$ cat src/rtl/temp_status_pkg.sv
package temp_status_pkg;
  localparam int REG_W = 8;

  typedef enum logic [1:0] {
    SEL_SUMMARY = 2'd0,
    SEL_HIGH    = 2'd1,
    SEL_LOW     = 2'd2,
    SEL_SHUT    = 2'd3
  } reg_sel_e;

  localparam int SUM_HI_BIT   = 0;
  localparam int SUM_LO_BIT   = 1;
  localparam int SUM_SHUT_BIT = 2;
endpackage

$ cat src/rtl/chan_compare.sv
module chan_compare #(
  parameter int TW = 8
) (
  input  logic [TW-1:0] temp_i,
  input  logic [TW-1:0] hi_lim_i,
  input  logic [TW-1:0] lo_lim_i,
  input  logic [TW-1:0] shut_lim_i,
  input  logic [TW-1:0] shut_hyst_i,
  output logic          over_hi_o,
  output logic          under_lo_o,
  output logic          over_shut_o,
  output logic          below_rel_o
);
  // two guard bits: limit minus hysteresis cannot wrap
  localparam int EW = TW + 2;

  logic signed [EW-1:0] temp_x, shut_x, rel_x;

  assign temp_x = {{2{temp_i[TW-1]}}, temp_i};
  assign shut_x = {{2{shut_lim_i[TW-1]}}, shut_lim_i};
  assign rel_x  = shut_x - $signed({2'b00, shut_hyst_i});

  assign over_hi_o   = $signed(temp_i) > $signed(hi_lim_i);
  assign under_lo_o  = $signed(temp_i) < $signed(lo_lim_i);
  assign over_shut_o = temp_x > shut_x;
  assign below_rel_o = temp_x < rel_x;

  always_comb begin
    AST_SHUT_BANDS_DISJOINT: assert (!(over_shut_o && below_rel_o));
  end
endmodule

$ cat src/rtl/consec_counter.sv
module consec_counter #(
  parameter int CNT_W = 2
) (
  input  logic             clk_i,
  input  logic             rst_ni,
  input  logic             conv_i,
  input  logic             out_i,
  input  logic [CNT_W-1:0] need_i,
  output logic             qual_o
);
  localparam int            QW   = CNT_W + 1;
  localparam logic [QW-1:0] CMAX = QW'(2 ** CNT_W);

  logic [QW-1:0] cnt_q;

  always_ff @(posedge clk_i or negedge rst_ni) begin
    if (!rst_ni) begin
      cnt_q <= '0;
    end else if (conv_i) begin
      if (!out_i)            cnt_q <= '0;
      else if (cnt_q != CMAX) cnt_q <= cnt_q + 1'b1;
    end
  end

  assign qual_o = cnt_q > {1'b0, need_i};

  AST_CNT_SAT: assert property (@(posedge clk_i) disable iff (!rst_ni)
    cnt_q <= CMAX);
  AST_CNT_CLR: assert property (@(posedge clk_i) disable iff (!rst_ni)
    (conv_i && !out_i) |=> (cnt_q == '0));
  AST_CNT_HOLD: assert property (@(posedge clk_i) disable iff (!rst_ni)
    !conv_i |=> $stable(cnt_q));
endmodule

$ cat src/rtl/status_bank.sv
module status_bank #(
  parameter int NUM_CH = 4
) (
  input  logic              clk_i,
  input  logic              rst_ni,
  input  logic              conv_i,
  input  logic              comp_mode_i,
  input  logic [NUM_CH-1:0] over_hi_i,
  input  logic [NUM_CH-1:0] under_lo_i,
  input  logic [NUM_CH-1:0] over_shut_i,
  input  logic [NUM_CH-1:0] below_rel_i,
  input  logic              clr_hi_i,
  input  logic              clr_lo_i,
  output logic [NUM_CH-1:0] hi_o,
  output logic [NUM_CH-1:0] lo_o,
  output logic [NUM_CH-1:0] shut_o
);
  logic [NUM_CH-1:0] hi_q, lo_q, shut_q;
  logic [NUM_CH-1:0] hi_keep, lo_keep, hi_d, lo_d, shut_d;

  assign hi_keep = clr_hi_i ? '0 : hi_q;
  assign lo_keep = clr_lo_i ? '0 : lo_q;

  // set always beats a concurrent read-clear
  always_comb begin
    if (!conv_i) begin
      hi_d = hi_keep;
      lo_d = lo_keep;
    end else if (comp_mode_i) begin
      hi_d = over_hi_i;
      lo_d = under_lo_i;
    end else begin
      hi_d = hi_keep | over_hi_i;
      lo_d = lo_keep | under_lo_i;
    end
  end

  genvar c;
  generate
    for (c = 0; c < NUM_CH; c++) begin : g_shut
      always_comb begin
        shut_d[c] = shut_q[c];
        if (conv_i) begin
          if (over_shut_i[c])      shut_d[c] = 1'b1;
          else if (below_rel_i[c]) shut_d[c] = 1'b0;
        end
      end
    end
  endgenerate

  always_ff @(posedge clk_i or negedge rst_ni) begin
    if (!rst_ni) begin
      hi_q   <= '0;
      lo_q   <= '0;
      shut_q <= '0;
    end else begin
      hi_q   <= hi_d;
      lo_q   <= lo_d;
      shut_q <= shut_d;
    end
  end

  assign hi_o   = hi_q;
  assign lo_o   = lo_q;
  assign shut_o = shut_q;

  AST_HI_SET_WINS: assert property (@(posedge clk_i) disable iff (!rst_ni)
    conv_i |=> ((hi_q & $past(over_hi_i)) == $past(over_hi_i)));
  AST_LO_SET_WINS: assert property (@(posedge clk_i) disable iff (!rst_ni)
    conv_i |=> ((lo_q & $past(under_lo_i)) == $past(under_lo_i)));
  AST_HI_RD_CLR: assert property (@(posedge clk_i) disable iff (!rst_ni)
    (clr_hi_i && !conv_i) |=> (hi_q == '0));
  AST_LO_RD_CLR: assert property (@(posedge clk_i) disable iff (!rst_ni)
    (clr_lo_i && !conv_i) |=> (lo_q == '0));
  AST_LATCH_HOLD: assert property (@(posedge clk_i) disable iff (!rst_ni)
    (!conv_i && !clr_hi_i) |=> $stable(hi_q));
  AST_CMP_FOLLOW: assert property (@(posedge clk_i) disable iff (!rst_ni)
    (conv_i && comp_mode_i) |=> (lo_q == $past(under_lo_i)));
  AST_SHUT_NO_RD_CLR: assert property (@(posedge clk_i) disable iff (!rst_ni)
    !conv_i |=> $stable(shut_q));
  AST_SHUT_REL_CLR: assert property (@(posedge clk_i) disable iff (!rst_ni)
    conv_i |=> ((shut_q & $past(below_rel_i)) == '0));
endmodule

$ cat src/rtl/temp_limit_status.sv
module temp_limit_status
  import temp_status_pkg::*;
#(
  parameter int NUM_CH = 4,
  parameter int TW     = 8,
  parameter int CNT_W  = 2
) (
  input  logic                 clk_i,
  input  logic                 rst_ni,
  input  logic                 conv_valid_i,
  input  logic [NUM_CH*TW-1:0] temp_i,
  input  logic [NUM_CH*TW-1:0] hi_lim_i,
  input  logic [NUM_CH*TW-1:0] lo_lim_i,
  input  logic [NUM_CH*TW-1:0] shut_lim_i,
  input  logic [TW-1:0]        shut_hyst_i,
  input  logic                 comp_mode_i,
  input  logic [CNT_W-1:0]     fault_cnt_i,
  input  logic                 rd_en_i,
  input  logic [1:0]           rd_sel_i,
  output logic [REG_W-1:0]     rd_data_o,
  output logic                 alert_o
);
  localparam int PAD_W = REG_W - NUM_CH;

  logic [NUM_CH-1:0] over_hi, under_lo, over_shut, below_rel, qual;
  logic [NUM_CH-1:0] hi_st, lo_st, shut_st;
  logic [REG_W-1:0]  summary;
  logic              clr_hi, clr_lo;

  genvar c;
  generate
    for (c = 0; c < NUM_CH; c++) begin : g_ch
      chan_compare #(.TW(TW)) u_cmp (
        .temp_i      (temp_i[c*TW +: TW]),
        .hi_lim_i    (hi_lim_i[c*TW +: TW]),
        .lo_lim_i    (lo_lim_i[c*TW +: TW]),
        .shut_lim_i  (shut_lim_i[c*TW +: TW]),
        .shut_hyst_i (shut_hyst_i),
        .over_hi_o   (over_hi[c]),
        .under_lo_o  (under_lo[c]),
        .over_shut_o (over_shut[c]),
        .below_rel_o (below_rel[c])
      );

      consec_counter #(.CNT_W(CNT_W)) u_cnt (
        .clk_i  (clk_i),
        .rst_ni (rst_ni),
        .conv_i (conv_valid_i),
        .out_i  (over_hi[c] | under_lo[c]),
        .need_i (fault_cnt_i),
        .qual_o (qual[c])
      );
    end
  endgenerate

  assign clr_hi = rd_en_i && (reg_sel_e'(rd_sel_i) == SEL_HIGH);
  assign clr_lo = rd_en_i && (reg_sel_e'(rd_sel_i) == SEL_LOW);

  status_bank #(.NUM_CH(NUM_CH)) u_bank (
    .clk_i       (clk_i),
    .rst_ni      (rst_ni),
    .conv_i      (conv_valid_i),
    .comp_mode_i (comp_mode_i),
    .over_hi_i   (over_hi),
    .under_lo_i  (under_lo),
    .over_shut_i (over_shut),
    .below_rel_i (below_rel),
    .clr_hi_i    (clr_hi),
    .clr_lo_i    (clr_lo),
    .hi_o        (hi_st),
    .lo_o        (lo_st),
    .shut_o      (shut_st)
  );

  always_comb begin
    summary               = '0;
    summary[SUM_HI_BIT]   = |hi_st;
    summary[SUM_LO_BIT]   = |lo_st;
    summary[SUM_SHUT_BIT] = |shut_st;
  end

  always_comb begin
    unique case (reg_sel_e'(rd_sel_i))
      SEL_SUMMARY: rd_data_o = summary;
      SEL_HIGH:    rd_data_o = {{PAD_W{1'b0}}, hi_st};
      SEL_LOW:     rd_data_o = {{PAD_W{1'b0}}, lo_st};
      default:     rd_data_o = {{PAD_W{1'b0}}, shut_st};
    endcase
  end

  assign alert_o = |(qual & (hi_st | lo_st));

  AST_RSVD_ZERO: assert property (@(posedge clk_i) disable iff (!rst_ni)
    rd_data_o[REG_W-1:NUM_CH] == '0);
  AST_ALERT_NEEDS_STATUS: assert property (@(posedge clk_i) disable iff (!rst_ni)
    alert_o |-> (summary[SUM_HI_BIT] || summary[SUM_LO_BIT]));
endmodule

$ cat config.mk
export PLATFORM = sky130hd
export DESIGN_NAME = temp_limit_status
export DESIGN_NICKNAME = d
export VERILOG_FILES = /design/src/rtl/temp_status_pkg.sv /design/src/rtl/chan_compare.sv /design/src/rtl/consec_counter.sv /design/src/rtl/status_bank.sv /design/src/rtl/temp_limit_status.sv
export SDC_FILE = /design/constraint.sdc
export NUM_CORES = 1
export LEC_CHECK = 0
export ABC_AREA = 1
export BUFFER_PORTS_ARGS = -buffer_cell sky130_fd_sc_hd__buf_2
export CORE_UTILIZATION = 35
export CTS_BUF_LIST = sky130_fd_sc_hd__clkbuf_4
export DETAILED_ROUTE_END_ITERATION = 6
export PLACE_DENSITY_LB_ADDON = 0.1
export SLEW_MARGIN = 20
export SYNTH_ARGS = -nofsm -noshare
export SYNTH_HDL_FRONTEND = slang
export SYNTH_SLANG_ARGS = --single-unit
export TNS_END_PERCENT = 100
$ cat constraint.sdc
create_clock -name clk_i -period 1.01 [get_ports clk_i]
set_input_delay 0.0505 -clock clk_i [delete_from_list [all_inputs] [get_ports clk_i]]
set_output_delay 0.0505 -clock clk_i [all_outputs]
set_load 0.05 [all_outputs]
# ---- Yosys cells after proc, flatten, opt, wreduce, memory -nomap -nowiden
# Cells that the tools add are included.
# W data, S select, Z words.
dict set report totals {
  reg_bits 24
  out_inout_bits 9
  wordCells 98
}
dict set report classes {
  addsub 8
  order_cmp 20
  n_eq_ne 10
  muxes 23
  n_bitwise 8
  n_reduce_logical 19
}
# operator count
set op_table {}
lappend op_table {{$gt A8 B8 Y1} 8}
lappend op_table {{$lt A8 B10 Y1} 4}
lappend op_table {{$sub A8 B9 Y10} 4}
lappend op_table {{$lt A8 B8 Y1} 4}
lappend op_table {{$mux W3} 8}
lappend op_table {{$mux W4} 6}
lappend op_table {{$reduce_and A2 Y1} 8}
lappend op_table {{$reduce_or A4 Y1} 4}
lappend op_table {{$add A3 B1 Y3 const B} 4}
lappend op_table {{$gt A3 B2 Y1} 4}
lappend op_table {{$ne A3 B3 Y1 const B} 4}
lappend op_table {{$or A4 B4 Y4} 3}
lappend op_table {{$pmux W4 S3} 1}
lappend op_table {{$mux W1} 8}
lappend op_table {{$ne A2 B2 Y1 const B} 4}
lappend op_table {{$reduce_bool A2 Y1} 4}
lappend op_table {{$and A4 B4 Y4} 1}
lappend op_table {{$or A1 B1 Y1} 4}
lappend op_table {{$eq A2 B1 Y1 const B} 1}
lappend op_table {{$eq A2 B2 Y1 const B} 1}
lappend op_table {{$logic_and A1 B1 Y1} 2}
lappend op_table {{$logic_not A2 Y1} 1}

# ---- Longest topological paths before layout
dict set report depth {
  ltp_word 6
  ltp_mapped 19
  mapped_depth_nobuf 19
}

# ---- Modules after synthesis
# A second synthesis with hierarchy kept.
dict set report hier_totals {
  hier_cells 1128
  area_unflattened_um2 6902.9
}
# module n_inst cells_per_inst area_each_um2 seq_area_each_um2
set by_module_without_submodules {}
lappend by_module_without_submodules {{chan_compare at g_ch[0].u_cmp ...} 3 222 1296.2 0.0}
lappend by_module_without_submodules {{chan_compare at g_ch[1].u_cmp} 1 223 1296.2 0.0}
lappend by_module_without_submodules {consec_counter 4 30 221.5 75.1}
lappend by_module_without_submodules {status_bank 1 57 508.0 300.3}
lappend by_module_without_submodules {temp_limit_status 1 62 324.1 0.0}

# ---- Worst setup path before layout
# OpenSTA, ideal clock, no wires.
dict set report synth_timing {
  path_type {input-to-reg}
  startpoint {input port shut_lim_i[8]}
  endpoint {register u_bank.shut_q[1] (netlist: u_bank.shut_o[1])}
  arrival_time_ns 2.189
  required_time_ns 0.943
  slack_ns -1.246
  stages 18
  n_path_buf 0
  cell_sequence {inv_1 -> ha_1 -> inv_1 -> fa_1 -> nand3_1 -> nand2_1 -> nand4_1 -> o311ai_0 -> xor2_1 -> ha_1 -> inv_1 -> nor3_1 -> o211ai_1 -> nand3_1 -> nand2_1 -> inv_1 -> o21ai_0 -> nand2_1}
}
dict set report synth_between {
  elab_chain_cells 4
}
# element line
set synth_lines {}
lappend synth_lines {{from (decl)} temp_limit_status.sv:14} ;# input logic [NUM_CH*TW-1:0] shut_lim_i,
lappend synth_lines {{$sub A8 B9 Y10} chan_compare.sv:21} ;# assign rel_x = shut_x - $signed({2'b00, shut_hyst_i});
lappend synth_lines {{$lt A8 B10 Y1} chan_compare.sv:26} ;# assign below_rel_o = temp_x < rel_x;
lappend synth_lines {{$reduce_bool A2 Y1 (no source line)} -}
lappend synth_lines {{$reduce_and A2 Y1 (no source line)} -}
lappend synth_lines {{to (signal assigned)} status_bank.sv:59} ;# shut_q <= shut_d;
lappend synth_lines {{to (decl)} status_bank.sv:18} ;# logic [NUM_CH-1:0] hi_q, lo_q, shut_q;
# Several ways; a longest one is shown, not always the timed one.
# A chain may end at the register's enable or synchronous reset.

# ---- Worst setup path after layout
dict set report layout_timing {
  startpoint {input port shut_hyst_i[6]}
  endpoint {register u_bank.shut_q[0] (netlist: u_bank.shut_o[0])}
}
dict set report layout_between {
  elab_chain_cells 4
}
# element line
set layout_lines {}
lappend layout_lines {{from (decl)} temp_limit_status.sv:15} ;# input logic [TW-1:0] shut_hyst_i,
lappend layout_lines {{$sub A8 B9 Y10} chan_compare.sv:21}
lappend layout_lines {{$lt A8 B10 Y1} chan_compare.sv:26}
lappend layout_lines {{$reduce_bool A2 Y1 (no source line)} -}
lappend layout_lines {{$reduce_and A2 Y1 (no source line)} -}
# Every way passes these cells.

==> metrics <==
outcome complete, but fails checks; failing checks setup timing; DRT Wirelength 18.79 mm; Syn. warnings 0; Final Util 60.02%; startpoint types input port; initial antenna violation count 0; data arrival time of the critical path 2.39 ns; Mapped Cells 931; Via density 4.710; nets@finish 1,610; vias in the first global route 6,609; first-pass GRT wire length 29.63 mm; pin count of the biggest net entering global routing 25; Mapped Avg Cell Area 6.884 sq um; Avg WL per Cell 12.45 um; CTS tree built; die area 18,860 sq um; top post-synthesis cells by count inv_1 (208), nand2_1 (188), ha_1 (180), a21oi_1 (84), nor2_1 (45); Cells after DPL 1,484; Finished Layout Cells 1,509; clock share of power 7.1%; Switching Fraction 44.36%; CTS sink count 24; DIE HEIGHT 137.3 um; Gate power share 77.6%; RSZ-0062 raised after global routing yes; Root Buffer Master clkbuf_4; achievable frequency 470.1 MHz; internal power 5.800 mW; leakage power 5.754 nW; power per cell area 966.9 nW/um^2; CTS Buf Count 3; cells taking the most area after synthesis ha_1 (35%), inv_1 (12%), nand2_1 (11%); die width 137.3 um; placer congestion estimate 0.8475; max-cap violation count 0; # IOs 154; core area 17,960 sq um; switching power total 4.625 mW; Syn Std Cell Area 6409 sq um; final hold viol count 0; Synth cell types 40; initial DRC count 141; critical path class in2reg; Sum Neg Setup Slack -8.483 ns; Final period util 210.6%; Finished Cell Area 10,780 sq um; Total Routing Usage GR 19.52%; port bufs 149; worst path required time 1.28 ns; Hold WC Path Type in2reg; top-count cell post-synth inv_1; worst setup margin -1.117 ns; ys async rst share 100.0%; final slew viol count 0; Synth Register Bits 24; crit end category register; Post-synth EDFFs 0; DRC errors left 0; GRT overflow 0; Critical Path Fanout Max 4; Row Count 49; share of cells above drive strength 1 48.13%; Max Root-Sink Buffers 2; Clock Skews 0.0006012 ns; H-tree depth 1; ANT nets after route 0; via count 7,108; DP HPWL 15.55 mm; cell taking the most area after synthesis ha_1; predominant post-synthesis flop cell dfrtp_1; TritonRoute pass-1 iters 6; CTS clock-pin slew for the worst setup and hold paths 0.16 ns; worst vdd ir 1.056 mV; area share of the largest cell type after synthesis 35.14%; # setup viols final 21; # diodes 0; register area share after synthesis 9.371%; area grow syn2layout 68.24%; Flop pwr share 15.2%; clk_lat worst skew 0.33 ns; effective utilization at floorplan 35.68%; dpl cell area 9303 sq um; crit path time final 2.127 ns
area by class of cell:
type	count	area (sq um)
Fill cell	1692	7182
Tap cell	229	286.5
Multi-Input combinational cell	692	6382
Timing Repair Buffer	348	2551
Clock inverter	1	30.03
Sequential cell	24	600.6
Inverter	212	908.4
Clock buffer	3	22.52
placed cells by master, fill, tap and decap left out, drive strengths merged, types with 10 or more instances in the layout:
cell type    n
buf        345
inv        209
nand2      188
ha         180
a21oi       84
nor2        45
nand4       31
dfrtp       24
nand3       24
xor2        20
nor3        15
o21ai       15
xnor2       12
o31ai       10
kinds of logic (layout without fill, tap and decap cells):
logic type,count (synthesis),after routing,synth area share [%]
simple gates,311,311,20.66
buf+inv,218,564,13.00
fa+ha+maj,184,184,36.39
compound gates,161,161,16.15
xor+xnor,32,32,4.373
flops,24,24,9.371
other cells,1,4,0.05851
routing by layer:
| layer | vias up | GRT usage, % | part of all wire, % |
|---|---|---|---|
| met1 | 3208 | 25.44 | 45 |
| met3 | 8 | 1.141 | 2.5 |
| met4 | 0 | 1.160 | 0.61 |
| met5 | - | 0 | 0 |
| met2 | 100 | 36.50 | 52 |
| li1 | 3792 | - | - |
worst max-delay path, stage by stage:
cell	delay, ns
buf_8	0.07
clkinvlp_4	0.19
buf_6	0.19
ha_4	0.23
nand2_4	0.07
nor2_4	0.04
a211oi_2	0.20
nand2_2	0.10
buf_6	0.13
xor2_2	0.16
ha_1	0.29
nand2_1	0.07
nor3_2	0.20
o211ai_1	0.13
nand3_2	0.09
a21oi_2	0.06
o21ai_1	0.14
worst paths after layout:
kind	slack, ns	to	depth (start not counted)	from
max	-1.12	u_bank.shut_o[0]$_DFFE_PN0P_	17	shut_hyst_i[6]
min	0.06	g_ch[0].u_cnt.cnt_q[1]$_DFFE_PN0P_	3	conv_valid_i
max reg2reg	-0.18	g_ch[3].u_cnt.cnt_q[2]$_DFFE_PN0P_	7	g_ch[3].u_cnt.cnt_q[1]$_DFFE_PN0P_
min reg2reg	0.59	g_ch[0].u_cnt.cnt_q[2]$_DFFE_PN0P_	2	g_ch[0].u_cnt.cnt_q[2]$_DFFE_PN0P_
max in group asynchronous	0.51	g_ch[2].u_cnt.cnt_q[1]$_DFFE_PN0P_	3	rst_ni
min in group asynchronous	0.23	g_ch[3].u_cnt.cnt_q[2]$_DFFE_PN0P_	3	rst_ni
flip-flops by register name, summed over array words and instances, names as in the netlist:
| signal | cells |
|---|---|
| u_bank.lo_o | 4 |
| u_bank.hi_o | 4 |
| u_bank.shut_o | 4 |
| g_ch.u_cnt.cnt_q | 12 |
power groups by stage:
| stage | Sequential, mW | Clock [mW] | Combinational, mW |
|---|---|---|---|
| 2_1_floorplan | 1.52 | 0 | 3.75 |
| 3_3_place_gp | 1.52 | 0 | 6.31 |
| 3_5_place_dp | 1.53 | 0 | 6.38 |
| 4_1_cts | 1.54 | 0.768 | 6.90 |
| 5_1_grt | 1.62 | 0.803 | 9.03 |
| 6_report | 1.59 | 0.745 | 8.09 |
timing repair:
item                       CTS  global route
hold endpoints to repair    24             0
buffers inserted            14            15
resized for setup          103           211
pin swaps                   58           108
hold buffers                 1             0
setup endpoints to repair   26            29
through the flow:
| stage | setup slack (ns) | hold WS [ns] | power [mW] |
|---|---|---|---|
| after global placement | -1.487 | 0.06898 | 7.833 |
| after global routing | -1.237 | 0.05118 | 11.46 |
| final | -1.117 | 0.05761 | 10.42 |
| after CTS | -1.025 | 0.03944 | 9.203 |
| after floorplan | -1.204 | -0.2451 | 5.266 |
| after detailed placement | -1.532 | 0.06613 | 7.909 |
Power figures use the tool's default switching activity.
